## src/rtl/vic_pkg.sv

```systemverilog
`timescale 1ns/1ps
// Package: shared widths, source encoding and the fixed vector table.
// Assumes source index 0 is the highest priority.
package vic_pkg;
    localparam int VEC_W   = 16;
    localparam int N_SRC   = 5;
    localparam int SRC_W   = $clog2(N_SRC);
    localparam int N_MSK   = 3;
    localparam int MW_EN   = 3;              // mask load enable bit
    localparam int MW_CLR  = 4;              // RST7.5 latch clear bit
    localparam int MW_W    = 5;
    localparam int STAT_W  = 7;
    localparam int SWI_W   = 3;

    typedef enum logic [SRC_W-1:0] {
        SRC_TRAP = 3'd0,
        SRC_R75  = 3'd1,
        SRC_R65  = 3'd2,
        SRC_R55  = 3'd3,
        SRC_INTR = 3'd4
    } src_e;

    // Fixed service address per source; INTR has none.
    function automatic logic [VEC_W-1:0] fixed_vec(src_e s);
        case (s)
            SRC_TRAP: fixed_vec = VEC_W'(16'h0024);
            SRC_R75:  fixed_vec = VEC_W'(16'h003C);
            SRC_R65:  fixed_vec = VEC_W'(16'h0034);
            SRC_R55:  fixed_vec = VEC_W'(16'h002C);
            default:  fixed_vec = '0;
        endcase
    endfunction
endpackage

```

## src/rtl/vic_edge_pend.sv

```systemverilog
`timescale 1ns/1ps
// Rising-edge request latch.
// HOLD_LEVEL=1: pending drops as soon as the line goes low (edge-and-level).
// HOLD_LEVEL=0: pending holds until clr_i.
// Assumes req_i is already synchronous to clk. Clear takes precedence over set.
module vic_edge_pend #(
    parameter bit HOLD_LEVEL = 1'b0
) (
    input  logic clk,
    input  logic rst_n,
    input  logic req_i,
    input  logic clr_i,
    output logic pend_o
);
    logic req_d;
    logic drop;

    // Previous line level, for edge detection.
    always_ff @(posedge clk) begin
        if (!rst_n) req_d <= 1'b0;
        else        req_d <= req_i;
    end

    // Select the drop condition for the chosen variant.
    generate
        if (HOLD_LEVEL) begin : g_lvl
            assign drop = clr_i | ~req_i;
        end else begin : g_edge
            assign drop = clr_i;
        end
    endgenerate

    // Pending flag: clear wins, otherwise set on a rising edge.
    always_ff @(posedge clk) begin
        if (!rst_n)                pend_o <= 1'b0;
        else if (drop)             pend_o <= 1'b0;
        else if (req_i && !req_d)  pend_o <= 1'b1;
    end
endmodule

```

## src/rtl/vic_ctl_regs.sv

```systemverilog
`timescale 1ns/1ps
// Global enable and restart mask registers.
// Assumes one-cycle command strobes. An acceptance clear beats ie_clr, which beats ie_set.
module vic_ctl_regs
    import vic_pkg::*;
(
    input  logic             clk,
    input  logic             rst_n,
    input  logic             ie_set,
    input  logic             ie_clr,
    input  logic             acc_clr,
    input  logic             msk_wr,
    input  logic [MW_W-1:0]  msk_wdata,
    output logic             ie_o,
    output logic [N_MSK-1:0] msk_o
);
    // Global enable update by priority of its three causes.
    always_ff @(posedge clk) begin
        if (!rst_n)       ie_o <= 1'b0;
        else if (acc_clr) ie_o <= 1'b0;
        else if (ie_clr)  ie_o <= 1'b0;
        else if (ie_set)  ie_o <= 1'b1;
    end

    // Mask load, gated by the write's enable bit.
    always_ff @(posedge clk) begin
        if (!rst_n)                          msk_o <= '1;
        else if (msk_wr && msk_wdata[MW_EN]) msk_o <= msk_wdata[N_MSK-1:0];
    end
endmodule

```

## src/rtl/vic_prio.sv

```systemverilog
`timescale 1ns/1ps
// Fixed-priority picker: lowest set index wins.
// Assumes index 0 is the highest priority.
module vic_prio #(
    parameter int N   = 5,
    parameter int IDX = $clog2(N)
) (
    input  logic [N-1:0]   req_i,
    output logic           any_o,
    output logic [IDX-1:0] win_o
);
    // Scan from lowest to highest priority so the highest one overwrites.
    always_comb begin
        any_o = 1'b0;
        win_o = '0;
        for (int i = N - 1; i >= 0; i--) begin
            if (req_i[i]) begin
                any_o = 1'b1;
                win_o = IDX'(i);
            end
        end
    end
endmodule

```

## src/rtl/vec_irq_ctrl.sv

```systemverilog
`timescale 1ns/1ps
// Prioritized vectored interrupt controller, top level.
// Qualifies five request lines with enable and masks, picks a winner, and registers
// its vector when the core acknowledges. Also decodes software restart vectors.
// Assumes all request inputs are synchronous to clk.
module vec_irq_ctrl
    import vic_pkg::*;
(
    input  logic              clk,
    input  logic              rst_n,
    input  logic              trap_req,
    input  logic              rst75_req,
    input  logic              rst65_req,
    input  logic              rst55_req,
    input  logic              intr_req,
    input  logic              ie_set,
    input  logic              ie_clr,
    input  logic              msk_wr,
    input  logic [MW_W-1:0]   msk_wdata,
    input  logic              irq_ack,
    output logic              irq_req,
    output logic              grant_vld,
    output logic [VEC_W-1:0]  grant_vec,
    output logic              grant_ext,
    output logic              inta_o,
    output logic [STAT_W-1:0] status_o,
    input  logic [SWI_W-1:0]  swi_num,
    output logic [VEC_W-1:0]  swi_vec
);
    logic             ie;
    logic [N_MSK-1:0] msk;
    logic             trap_pend, r75_pend;
    logic [N_SRC-1:0] elig;
    logic             any;
    logic [SRC_W-1:0] win;
    src_e             win_s;
    logic             accept;

    assign win_s  = src_e'(win);
    assign accept = irq_ack & any;

    vic_edge_pend #(.HOLD_LEVEL(1'b1)) u_trap (
        .clk(clk), .rst_n(rst_n), .req_i(trap_req),
        .clr_i(accept && win_s == SRC_TRAP), .pend_o(trap_pend)
    );

    vic_edge_pend #(.HOLD_LEVEL(1'b0)) u_r75 (
        .clk(clk), .rst_n(rst_n), .req_i(rst75_req),
        .clr_i((accept && win_s == SRC_R75) || (msk_wr && msk_wdata[MW_CLR])),
        .pend_o(r75_pend)
    );

    vic_ctl_regs u_regs (
        .clk(clk), .rst_n(rst_n), .ie_set(ie_set), .ie_clr(ie_clr),
        .acc_clr(accept && win_s != SRC_TRAP),
        .msk_wr(msk_wr), .msk_wdata(msk_wdata), .ie_o(ie), .msk_o(msk)
    );

    // Qualify each source with its enable and mask.
    always_comb begin
        elig           = '0;
        elig[SRC_TRAP] = trap_pend & trap_req;
        elig[SRC_R75]  = ie & ~msk[2] & r75_pend;
        elig[SRC_R65]  = ie & ~msk[1] & rst65_req;
        elig[SRC_R55]  = ie & ~msk[0] & rst55_req;
        elig[SRC_INTR] = ie & intr_req;
    end

    vic_prio #(.N(N_SRC)) u_prio (.req_i(elig), .any_o(any), .win_o(win));

    assign irq_req = any;

    // Grant pulse and strobe registers.
    always_ff @(posedge clk) begin
        if (!rst_n) begin
            grant_vld <= 1'b0;
            inta_o    <= 1'b0;
        end else begin
            grant_vld <= accept;
            inta_o    <= accept && win_s == SRC_INTR;
        end
    end

    // Vector and external flag, held between grants.
    always_ff @(posedge clk) begin
        if (!rst_n) begin
            grant_vec <= '0;
            grant_ext <= 1'b0;
        end else if (accept) begin
            grant_vec <= fixed_vec(win_s);
            grant_ext <= (win_s == SRC_INTR);
        end
    end

    assign status_o = {r75_pend, rst65_req, rst55_req, ie, msk};
    assign swi_vec  = {{(VEC_W-SWI_W-3){1'b0}}, swi_num, 3'b000};
endmodule

```

## config.mk

```make
export PLATFORM = sky130hd
export DESIGN_NAME = vec_irq_ctrl
export DESIGN_NICKNAME = d
export VERILOG_FILES = /design/src/rtl/vic_pkg.sv /design/src/rtl/vic_edge_pend.sv /design/src/rtl/vic_ctl_regs.sv /design/src/rtl/vic_prio.sv /design/src/rtl/vec_irq_ctrl.sv
export SDC_FILE = /design/constraint.sdc
export NUM_CORES = 1
export LEC_CHECK = 0
export BUFFER_PORTS_ARGS = -buffer_cell sky130_fd_sc_hd__buf_4
export CAP_MARGIN = 20
export CORE_MARGIN = 4
export CORE_UTILIZATION = 25
export CTS_CLUSTER_SIZE = 20
export DETAILED_ROUTE_END_ITERATION = 12
export PLACE_DENSITY_LB_ADDON = 0.1
export SLEW_MARGIN = 20
export SYNTH_ARGS = -nofsm -noshare
export SYNTH_HDL_FRONTEND = slang
export SYNTH_HIERARCHICAL = 1
export SYNTH_SLANG_ARGS = --single-unit
```

## constraint.sdc

```tcl
create_clock -name clk -period 1.8 [get_ports clk]
set_input_delay 0.36 -clock clk [delete_from_list [all_inputs] [get_ports clk]]
set_output_delay 0.36 -clock clk [all_outputs]
set_load 0.1 [all_outputs]
```

# [Yosys cells after proc, flatten, opt, wreduce, memory -nomap -nowiden]
# Cells that the tools add are included.
[op_classes] n_eq_ne=4 mux=11 bitwise=15 n_reduce_logical=16
[ops] operator="one-hot mux 6 bit (4 select lines)" count=1
[ops] operator="2-to-1 mux 3 bit" count=5
[ops] operator="bitwise AND 1 bit" count=9
[ops] operator="logical AND 1 bit" count=8
[ops] operator="== test 3 x 2 -> 1 bit, second input constant" count=2
[ops] operator="2-to-1 mux 1 bit" count=5
[ops] operator="inverter 1 bit" count=5
[ops] operator="OR reduction 2 bit" count=2
[ops] operator="== test 3 x 1 -> 1 bit, second input constant" count=1
[ops] operator="== test 3 bit, second input constant" count=1
[ops] operator="logical NOT 3 bit" count=1
[ops] operator="nonzero test 3 bit" count=1
[ops] operator="OR reduction 3 bit" count=1
[ops] operator="logical NOT 1 bit" count=2
[ops] operator="logical OR 1 bit" count=1
[ops] operator="bitwise OR 1 bit" count=1
[word_totals] register_bits=27 inputBits=19 out_inout_bits=43 word_cells=56

# [Logic depth before layout (Yosys ltp)]
[logic_depth] ltp_word=11 depth_mapped=8 mapped_depth_nobuf=8

# [Cells and area by module]
# The synthesis kept the hierarchy.
[modules_own_cells] module="vec_irq_ctrl" instances=1 cells_each=67 area_each_um2=554.3 seq_area_each_um2=120.1
[modules_own_cells] module="vic_ctl_regs" instances=1 cells_each=16 area_each_um2=150.1 seq_area_each_um2=80.1
[modules_own_cells] module="vic_edge_pend (u_r75)" instances=1 cells_each=6 area_each_um2=67.6 seq_area_each_um2=40.0
[modules_own_cells] module="vic_edge_pend (u_trap)" instances=1 cells_each=5 area_each_um2=67.6 seq_area_each_um2=40.0
[modules_own_cells] module="vic_prio" instances=1 cells_each=8 area_each_um2=48.8 seq_area_each_um2=0.0

# [Worst setup path before layout]
# OpenSTA, ideal clock, no wires.
[synth_timing] kind="reg2reg" from="register u_regs.msk_o[1]" to="register u_r75.pend_o" setup_ns=0.058 arrival_time_ns=2.940 required_time_ns=1.742 path_slack_ns=-1.198 path_stages_with_launch=8 n_path_buf=0 period_less_slack_ns=2.998 cell_sequence="dfxtp_1 -> and3b_1 -> nor4_2 -> nand2b_1 -> and2_1 -> a32o_1 -> inv_1 -> o211a_1"
[synth_between] elab_chain_len=10 word_cells_on_any_way=14 cone_classes="eq/ne: 1; mux: 6; bitwise: 4; reduce/logical: 3"
[synth_lines] item="start: declaration" line="vic_ctl_regs.sv:15" rtl="output logic [N_MSK-1:0] msk_o"
[synth_lines] item="start signal: assignment" line="vic_ctl_regs.sv:28" rtl="else if (msk_wr && msk_wdata[MW_EN]) msk_o <= msk_wdata[N_MSK-1:0];"
[synth_lines] item="inverter 1 bit" line="vec_irq_ctrl.sv:64" rtl="elig[SRC_R65] = ie & ~msk[1] & rst65_req;"
[synth_lines] item="bitwise AND 1 bit (2 in a row)" line="vec_irq_ctrl.sv:64"
[synth_lines] item="net elig[2]" line="vec_irq_ctrl.sv:33" rtl="logic [N_SRC-1:0] elig;"
[synth_lines] item="2-to-1 mux 1 bit (3 in a row)" line="vic_prio.sv:17" rtl="if (req_i[i]) begin"
[synth_lines] item="net irq_req" line="vec_irq_ctrl.sv:21" rtl="output logic irq_req,"
[synth_lines] item="bitwise AND 1 bit" line="vec_irq_ctrl.sv:40" rtl="assign accept = irq_ack & any;"
[synth_lines] item="logical AND 1 bit" line="vec_irq_ctrl.sv:49" rtl=".clr_i((accept && win_s == SRC_R75) || (msk_wr && msk_wdata[MW_CLR])),"
[synth_lines] item="logical OR 1 bit" line="vec_irq_ctrl.sv:49"
[synth_lines] item="OR reduction 2 bit (no line)"
[synth_lines] item="end signal: assignment" line="vic_edge_pend.sv:35" rtl="if (!rst_n) pend_o <= 1'b0;"
[synth_lines] item="end signal: assignment" line="vic_edge_pend.sv:36" rtl="else if (drop) pend_o <= 1'b0;"
[synth_lines] item="end signal: assignment" line="vic_edge_pend.sv:37" rtl="else if (req_i && !req_d) pend_o <= 1'b1;"
[synth_lines] item="end: declaration" line="vic_edge_pend.sv:13" rtl="output logic pend_o"
# The timed path passes the listed nets, and every way through them passes these cells.
# A chain may end at the register's enable or synchronous reset.

# [Worst setup path after layout]
[layout_timing] from="register u_regs.ie_o" to="output port irq_req"
[layout_between] word_cells_on_any_way=12 cone_classes="mux: 5; bitwise: 7"
[layout_rtl] item="start: declaration" line="vic_ctl_regs.sv:14" rtl="output logic ie_o,"
[layout_rtl] item="start signal: assignment" line="vic_ctl_regs.sv:19" rtl="if (!rst_n) ie_o <= 1'b0;"
[layout_rtl] item="start signal: assignment" line="vic_ctl_regs.sv:20" rtl="else if (acc_clr) ie_o <= 1'b0;"
[layout_rtl] item="start signal: assignment" line="vic_ctl_regs.sv:21" rtl="else if (ie_clr) ie_o <= 1'b0;"
[layout_rtl] item="bitwise AND 1 bit (2 in a row)" line="vec_irq_ctrl.sv:64"
[layout_rtl] item="net elig[2]" line="vec_irq_ctrl.sv:33"
[layout_rtl] item="2-to-1 mux 1 bit (3 in a row)" line="vic_prio.sv:17"
[layout_rtl] item="end: declaration" line="vec_irq_ctrl.sv:21"
# The timed path passes the listed nets, and every way through them passes these cells.

==> results.txt <==
Status: finished clean
Final worst-path cycle share: 0.987
Buffers on Ports: 30
RD Place Congestion: 0.749
Setup_tns: 0 ns
Number of buffers inserted by hold repair at cts: 0
Synth area leaders: dfxtp_1 32%, buf_4 28%, and2_1 3.5%
Crit path cell chain: and3b_2, nor4_4, nand2b_4, buf_12
Core area: 3390 um^2
Slew Viols, Final: 0
Layout cells sized above 1: 0.439
Flops & latches, synth: 14
Number of synthesized flops with an enable pin: 0
FP Rows: 21
Ports: 62
Crit-path max FO: 5
Ys async rst share: 0
Yosys cell types: 31
Remaining Overflow, GRT: 0
Crit path largest cell delay: 0.36 ns
Detailed Route WL: 1900 um
Ys flop type: dfxtp_1
Synth top area share: 0.315
Worst hold start: ie_clr
Largest net degree at the start of global routing: 14
Die area: 4570 um^2
All-layer global routing usage: 0.0846
CTS tree: yes
Vias: 703
Antenna violations before repair: 0
First-pass GRT wire length: 2900 um
DRC viols: 0
RSZ-0062 raised after global routing: yes
Post-route ant nets: 0
Cell area power density: 826 nW/um^2
Critical path's slowest cell: dfxtp_4
Final hold violations: 0
Num Clock Sinks: 14
Finish-stage setup viols: 0
Buf/Inv on CP: 1
Ys Warns: 6
Synth Area per Inst: 8.71 um^2
MaxCap Viol Count: 0
Fin nets: 159
CP required: 1.44 ns
First DRT Iteration DRCs: 14
Via/cell ratio: 3.80
Synthesis-to-layout area growth: 33.0%
CP Launch Point: u_regs/ie_o
Die W: 67.6 um
Max Clock Freq: 563 MHz
Total CTS buffers: 3
Clock transition at the registers of the reported paths: 0.08 ns
Die height: 67.6 um
Hold Path Class: in -> reg
Max H-tree Level: 1
Worst vdd ir: 0.325 mV
Pre-antenna DRT Iters: 4
Skew-Pair Late Insertion Delay: 0.28 ns
Setup slack, reg-to-reg: 0.07 ns
Ant diodes: 0
Post-synthesis sequential area ratio: 0.315
Starting Density: 0.262
Synthesized instance count: 102
Critical path type: reg -> out
Clock skew: 0.0117 ns
Synth Cell Area: 888 um^2
FF-to-FF Start: u_regs/ie_o
Overall power: 975 uW
Leak pwr: 0.000607 uW
Vias in the first global route: 631
Cell chosen for the clock root: clkbuf_4
Post-DP HPWL: 1520 um
Max Buffers Root-to-Sink: 2
Crit path max-delay family: simple AND/OR/NAND/NOR gates
Shortest period the worst path allows: 1.78 ns
Data arrival, critical path: 1.42 ns
Routed len/inst: 10.3 um
Cell accounting for the most synthesized area: dfxtp_1
Worst Setup End Kind: primary output
Startpoint types: flip-flop
-- synthesized netlist by cell type, types with 2 or more instances --
master and n:
nor2_1 6, nor3_1 2, inv_1 5, and2_1 5, dfxtp_1 14, nor2b_1 2, nand2_1 3, nand3_1 4
buf_4 33, nand2b_1 2, o211a_1 2, and2_4 2, and3b_1 2, o211ai_1 3
-- cell type report --
type	instances	area [um^2]
Clock buffer	4	26.3
Fill cell	355	2210
Inverter	5	18.8
Multi-Input combinational cell	74	455
Sequential cell	14	295
Tap cell	46	57.6
Timing Repair Buffer	42	328
-- worst reg2reg max path: stages, from the launching register on --
cell and delay, ns:
dfxtp_4 0.36, and3b_2 0.23, nor4_4 0.28, nand2b_4 0.11, buf_4 0.17, and2_4 0.14, a32o_1 0.23, inv_1 0.05
o211a_1 0.13
-- worst paths after layout --
| kind | end | cells after the start |
|---|---|---|
| worst max-delay path | irq_req | 4 |
| worst min-delay path | u_regs/ie_o | 2 |
| worst max register to register | u_r75/pend_o | 8 |
| worst min register to register | grant_vec[4] | 2 |
-- cell families after synthesis --
logic type	after synthesis	synth area share
other cells	1	0.00422
compound gates	11	0.101
simple gates	37	0.269
xor+xnor	1	0.00986
flops	14	0.315
buf+inv	38	0.300
-- state kept, by name (all words and copies together), names as in the netlist --
signal and cells:
grant_vec 3, u_regs/msk_o 3, u_r75/pend_o 1, inta_o 1, grant_ext 1, u_r75/req_d 1, u_trap/pend_o 1, u_regs/ie_o 1
u_trap/req_d 1, grant_vld 1
-- stage by stage --
stage                     utilization  worst slack (ns)  instances  hold slack (ns)  cell area [um^2]
after global placement          0.326           0.00940        177            0.469              1100
final                           0.348            0.0238        185            0.242              1180
after global routing            0.348           -0.0608        185            0.225              1180
after detailed placement        0.326           -0.0178        177            0.463              1100
after CTS                       0.344           0.00707        184            0.233              1170
after floorplan                     -            -0.195        126            0.439              1010
-- layout by cell type, fill, tap and decap left out, types with 2 or more instances in the layout --
master	n
dfxtp_4	4
dfxtp_1	10
buf_4	41
nor2b_1	2
conb_1	25
nor3_1	2
o211ai_1	3
nor2_1	5
and2_4	3
inv_1	5
and2_1	4
nand3_1	4
o211a_1	2
nand2_1	3
clkbuf_4	3
and3b_2	2
-- what timing repair did --
action                                  in CTS  in global routing
endpoints found under the hold margin        0                  0
pin swaps                                    1                  2
buffers inserted                             3                  1
endpoints found under the setup margin       1                  4
resized for setup                            5                  3
-- per-layer routing --
layer  global-route usage  wire, um  vias to the layer above
li1                     -         -                      362
met1                0.114       821                      308
met2                0.123       873                       31
met3               0.0250       183                        2
met4               0.0380        22                        0
met5                    0         0                        -
-- where the power goes --
group / switching [uW] / internal (uW)
Combinational: 381 / 81.2
Clock: 99.0 / 85.7
Sequential: 7.67 / 321
Note: power is estimated with default switching activity, not from simulation.
